**config.mk**
```make
export PLATFORM = sky130hd
export DESIGN_NAME = wp_status_unit
export DESIGN_NICKNAME = d
export VERILOG_FILES = /design/src/rtl/wpsr_pkg.sv /design/src/rtl/wpsr_wen_latch.sv /design/src/rtl/wpsr_nv_store.sv /design/src/rtl/wpsr_prot_decode.sv /design/src/rtl/wp_status_unit.sv
export SDC_FILE = /design/constraint.sdc
export NUM_CORES = 1
export LEC_CHECK = 0
export ABC_AREA = 1
export BUFFER_PORTS_ARGS = -buffer_cell sky130_fd_sc_hd__clkbuf_2
export CORE_MARGIN = 2
export CORE_UTILIZATION = 32
export CTS_BUF_LIST = sky130_fd_sc_hd__clkbuf_8 sky130_fd_sc_hd__clkbuf_16
export CTS_CLUSTER_SIZE = 40
export DETAILED_ROUTE_END_ITERATION = 16
export GPL_ROUTABILITY_DRIVEN = 0
export PLACE_DENSITY = 0.77
export SLEW_MARGIN = 20
export SYNTH_ARGS = -nofsm -noshare
export SYNTH_HDL_FRONTEND = slang
export SYNTH_SLANG_ARGS = --single-unit
```
**constraint.sdc**
```tcl
create_clock -name clk -period 0.93 [get_ports clk]
set_input_delay 0.0465 -clock clk [delete_from_list [all_inputs] [get_ports clk]]
set_output_delay 0.0465 -clock clk [all_outputs]
set_load 0.1 [all_outputs]
```
**src/rtl/wpsr_pkg.sv**
```systemverilog
package wpsr_pkg;
  typedef struct packed {
    logic lock_en;
    logic lvl_hi;
    logic lvl_lo;
  } nv_bits_t;

  localparam int unsigned STATUS_W = 8;
  localparam int unsigned QUARTERS = 4;
endpackage

```
**src/rtl/wpsr_wen_latch.sv**
```systemverilog
module wpsr_wen_latch (
  input  logic clk,
  input  logic vrst_n,
  input  logic cmd_wren,
  input  logic cmd_wrdi,
  input  logic wp_pin,
  input  logic busy,
  input  logic write_done,
  output logic wen_q
);
  always_ff @(posedge clk or negedge vrst_n) begin
    if (!vrst_n) begin
      wen_q <= 1'b0;
    end else if (write_done) begin
      wen_q <= 1'b0;
    end else if (!busy) begin
      if (cmd_wrdi) wen_q <= 1'b0;
      else if (cmd_wren && wp_pin) wen_q <= 1'b1;
    end
  end
endmodule

```
**src/rtl/wpsr_nv_store.sv**
```systemverilog
module wpsr_nv_store
  import wpsr_pkg::*;
#(
  parameter nv_bits_t NV_INIT = '0
) (
  input  logic     clk,
  input  logic     por_n,
  input  logic     vrst_n,
  input  logic     accept,
  input  nv_bits_t new_bits,
  input  logic     sel_active,
  input  logic     hw_lock,
  input  logic     write_done,
  output nv_bits_t nv_q
);
  nv_bits_t pend_q;
  logic     pend_v;
  logic     launched;

  always_ff @(posedge clk or negedge vrst_n) begin
    if (!vrst_n) begin
      pend_v   <= 1'b0;
      launched <= 1'b0;
      pend_q   <= '0;
    end else if (write_done) begin
      pend_v   <= 1'b0;
      launched <= 1'b0;
    end else if (accept) begin
      pend_v   <= 1'b1;
      launched <= 1'b0;
      pend_q   <= new_bits;
    end else if (pend_v && !launched) begin
      if (sel_active && hw_lock) pend_v <= 1'b0;
      else if (!sel_active) launched <= 1'b1;
    end
  end

  always_ff @(posedge clk or negedge por_n) begin
    if (!por_n) nv_q <= NV_INIT;
    else if (write_done && pend_v && launched) nv_q <= pend_q;
  end
endmodule

```
**src/rtl/wpsr_prot_decode.sv**
```systemverilog
module wpsr_prot_decode
  import wpsr_pkg::*;
#(
  parameter int unsigned ADDR_W = 15
) (
  input  logic [1:0]        level,
  input  logic [ADDR_W-1:0] addr,
  output logic              hit
);
  localparam int unsigned QSEL_LSB = ADDR_W - 2;

  logic [QUARTERS-1:0] qmask;
  logic [1:0]          quarter;
  logic                unused_low;

  assign quarter    = addr[ADDR_W-1:QSEL_LSB];
  assign unused_low = ^addr[QSEL_LSB-1:0];

  for (genvar g = 0; g < QUARTERS; g++) begin : g_quarter
    localparam logic [1:0] NEED = (g == 3) ? 2'd1 : (g == 2) ? 2'd2 : 2'd3;
    assign qmask[g] = (level >= NEED);
  end

  assign hit = qmask[quarter];
endmodule

```
**src/rtl/wp_status_unit.sv**
```systemverilog
module wp_status_unit
  import wpsr_pkg::*;
#(
  parameter int unsigned ADDR_W  = 15,
  parameter nv_bits_t    NV_INIT = '0
) (
  input  logic              clk,
  input  logic              por_n,
  input  logic              rst_n,
  input  logic              cmd_wren,
  input  logic              cmd_wrdi,
  input  logic              cmd_wrsr,
  input  logic [7:0]        wrsr_data,
  input  logic              sel_active,
  input  logic              wp_pin,
  input  logic              busy,
  input  logic              write_done,
  input  logic [ADDR_W-1:0] query_addr,
  output logic [7:0]        status_byte,
  output logic              array_wr_ok,
  output logic              status_wr_ok
);
  logic     vrst_n;
  logic     wen_q;
  logic     hw_lock;
  logic     prot_hit;
  logic     accept;
  nv_bits_t nv_q;
  nv_bits_t new_bits;
  logic     unused_data;

  assign vrst_n      = por_n & rst_n;
  assign hw_lock     = nv_q.lock_en & ~wp_pin;
  assign new_bits    = '{lock_en: wrsr_data[7], lvl_hi: wrsr_data[3], lvl_lo: wrsr_data[2]};
  assign unused_data = ^{wrsr_data[6:4], wrsr_data[1:0]};

  wpsr_wen_latch u_wen (
    .clk        (clk),
    .vrst_n     (vrst_n),
    .cmd_wren   (cmd_wren),
    .cmd_wrdi   (cmd_wrdi),
    .wp_pin     (wp_pin),
    .busy       (busy),
    .write_done (write_done),
    .wen_q      (wen_q)
  );

  assign status_wr_ok = wen_q & ~hw_lock;
  assign accept       = cmd_wrsr & status_wr_ok & ~busy;

  wpsr_nv_store #(.NV_INIT(NV_INIT)) u_nv (
    .clk        (clk),
    .por_n      (por_n),
    .vrst_n     (vrst_n),
    .accept     (accept),
    .new_bits   (new_bits),
    .sel_active (sel_active),
    .hw_lock    (hw_lock),
    .write_done (write_done),
    .nv_q       (nv_q)
  );

  wpsr_prot_decode #(.ADDR_W(ADDR_W)) u_dec (
    .level (nv_q[1:0]),
    .addr  (query_addr),
    .hit   (prot_hit)
  );

  assign array_wr_ok = wen_q & ~prot_hit;

  always_comb begin
    if (busy) status_byte = 8'hFF;
    else status_byte = {nv_q.lock_en, 3'b000, nv_q.lvl_hi, nv_q.lvl_lo, wen_q, 1'b0};
  end
endmodule

```
==> results.md <==
* DRT Wirelength at 1350 um
* # DRC at 0
* Worst hold path type: input pin to flip-flop
* Max IR drop VDD at slightly below 0.0008 V
* Setup CP Type: flip-flop to output port
* CP Capture Type: output port
* Cells after synthesis at 61
* Register share of total power at 0.349
* DR WL met3 at 94 um
* Antenna cells at 0
* Post-place setup slack at -80.79 ps
* Max-cap viol count at 0
* Die Y at 43.10 um
* Wire per inst at 12.16 um
* Filler instances at 127
* Synth Register Bits at 9
* DP Wirelength at 970.7 um
* Antenna violations before repair at 0
* Port-buffer cells at 24
* Pin count of the biggest net entering global routing at 7
* Area contributors post-synth: dfrtp_1, nand2_1, inv_1, buf_4, nand4_1
* Final WS setup at -248.0 ps
* Sw Pwr at 0.0004009 W
* Worst slew pin tran at 226.4 ps
* Failing checks: negative setup slack
* Max clock buf depth at 2
* Area of the multi-input gates at 226.5 um^2
* Layout cell share with drive strength beyond 1 at 0.5158
* Initial DRC Count at 3
* Synth cell types at 14
* Pint at 0.0008520 W
* Leak at 0.4659 nW
* Top Family by Delay on Critical Path: flip-flops
* Starting Density at 0.3325
* PwrDens at around 1400 nW/um^2
* CP peak stage delay at 400 ps
* CP max FO at 3
* Total CTS buffers at 3
* Critical path buffer and inverter count at 1
* Highest routed metal layer: met4
* Critical Path RT at 880 ps
* Worst path cell trace: o21ai_2 > and3_4 > buf_12
* Syn_area_per_cell at 8.020 um^2
* Met2 WL at 736 um
* Total gr overflow at 0
* Core Area at 1471 um^2
* Syn_nets at 94
* RSZ-0062 raised after global routing: true
* Vias in the first global route at 560
* Most frequent cells in the layout: clkbuf_2, nand2_1, buf_12
* H-tree Lvls at 1
* Setup violators final at 9
* CP Data Arrival Time at 1130 ps
* Ports at 43
* Sw frac at 0.3200
* Clk_lat worst skew at approximately 230 ps
* Synth Cell Area at 489.2 um^2
* Fmax at 848.9 MHz
* Largest area contributor in the netlist: dfrtp_1
* Area grow syn2layout at 86.45%
* Commonest non-fill, non-tap cell in the layout: clkbuf_2
* Crit share post-route at 1.267
* Post-DP Area at 789.5 um^2
* Register area at ~230 um^2
* Die width at between 40 and 50 um
* CTS tree: yes
* Worst slew margin at 0.8489
* Sequential-to-total area share from yosys stat at 0.4604
* Antenna viol nets, final at 0
* Area share of the largest cell type after synthesis at 0.4604
* Worst-path clk slew at 40 ps
* Met1 wire length at around 500 um
* Worst setup SP type: flip-flop
* First-pass GRT wire length at about 2200 um
* CTS Root Cell: clkbuf_8
* Clock sink count at 9
* Mean number of vias per cell at 4.730
* Comb power frac at 0.303
* Fin crit period at 1178 ps
* DIE AREA at between 1500 and 2000 um^2
* YS warnings at 0
* Nets at 129
* Design Area, Final at just over 900 um^2
* Final hold viol count at 0
* Vias at 525
* Clock power share at 0.348
* Gr usage total at 0.1661
* Skew final at between 2 and 2.5 ps
* Outcome: complete, but fails checks
* Row cnt at 14
* Slew Viols, Final at 0
* CP max stage cell: dfrtp_1
* Drt first pass iters at 4
## synthesized netlist by cell type, drive strengths merged
cell and number:
a21oi 4, and3 1, buf 4, dfrtp 9, inv 10, nand2 16
nand3 3, nand4 4, nor2 3, o211ai 1, o21ai 4, or2 2
## cell families (layout without fill, tap and decap cells)
kind of cell    after synthesis  after routing  share of synthesized area
buf+inv                      14             48                     0.1381
flops                         9              9                     0.4604
compound gates                9              9                     0.1202
simple gates                 29             29                     0.2813
## sequential cells by signal, summed over array words and instances (netlist names)
| name | count |
|---|---|
| u_nv.launched | 1 |
| u_nv.pend_v | 1 |
| u_nv.nv_q | 3 |
| u_nv.pend_q | 3 |
| u_wen.wen_q | 1 |
## worst paths after layout
check                                from             end  slack, ps  depth (start not counted)
max                          u_nv.nv_q[0]     array_wr_ok       -250                          3
min reg2reg                u_nv.pend_q[2]  u_nv.pend_q[2]        470                          2
max reg2reg                  u_nv.nv_q[2]  u_nv.pend_q[0]        -60                          4
min in group asynchronous           por_n    u_nv.nv_q[1]        150                          2
max in group asynchronous           por_n  u_nv.pend_q[1]        380                          4
min                          wrsr_data[7]  u_nv.pend_q[2]         40                          3
## power groups by stage
stage	Combinational, W	Clock, W	Sequential, W
after floorplan	0.000228	0	0.000438
after global placement	0.000360	0	0.000440
after detailed placement	0.000363	0	0.000442
after CTS	0.000378	0.000453	0.000436
after global routing	0.000405	0.000464	0.000439
final	0.000379	0.000436	0.000437
## what timing repair did
item                                   CTS  global route
buffers inserted                         4             0
resized for setup                        7             5
pin swaps                                6             5
setup endpoints to repair               10            14
hold buffers                             2             0
endpoints found under the hold margin    9             0
gates cloned                             0             0
## per-layer routing
layer | vias up | GRT usage
li1 | 260 | -
met1 | 239 | 0.1609
met2 | 24 | 0.2955
met3 | 2 | 0.05106
met4 | 0 | 0.1091
met5 | - | 0
## through the flow
| step | TNS (ps) | util | power (W) | std cells | hold WS [ps] |
|---|---|---|---|---|---|
| after floorplan | -1722 | - | 0.0006659 | 61 | -249.1 |
| after global placement | -162.0 | 0.5366 | 0.0007998 | 101 | -149.9 |
| after detailed placement | -313.1 | 0.5366 | 0.0008046 | 101 | -145.0 |
| after CTS | -1311 | 0.6097 | 0.001268 | 111 | 28.72 |
| after global routing | -1790 | 0.6199 | 0.001309 | 111 | 47.64 |
| final | -1230 | 0.6199 | 0.001253 | 111 | 38.02 |
## layout make-up
type,instances,share of cell area
Sequential cell,9,0.2483
Inverter,10,0.04390
Multi-Input combinational cell,38,0.2483
Tap cell,16,0.02195
Clock buffer,3,0.04527
Clock inverter,1,0.004115
Timing Repair Buffer,34,0.3882
## worst reg2reg max path, stage by stage, from the launching register on
cell	delay [ps]
dfrtp_2	450
nand2_2	90
nand4_1	180
nand2_1	120
nand2_1	50
No activity file was read; power rests on OpenSTA's default activity.
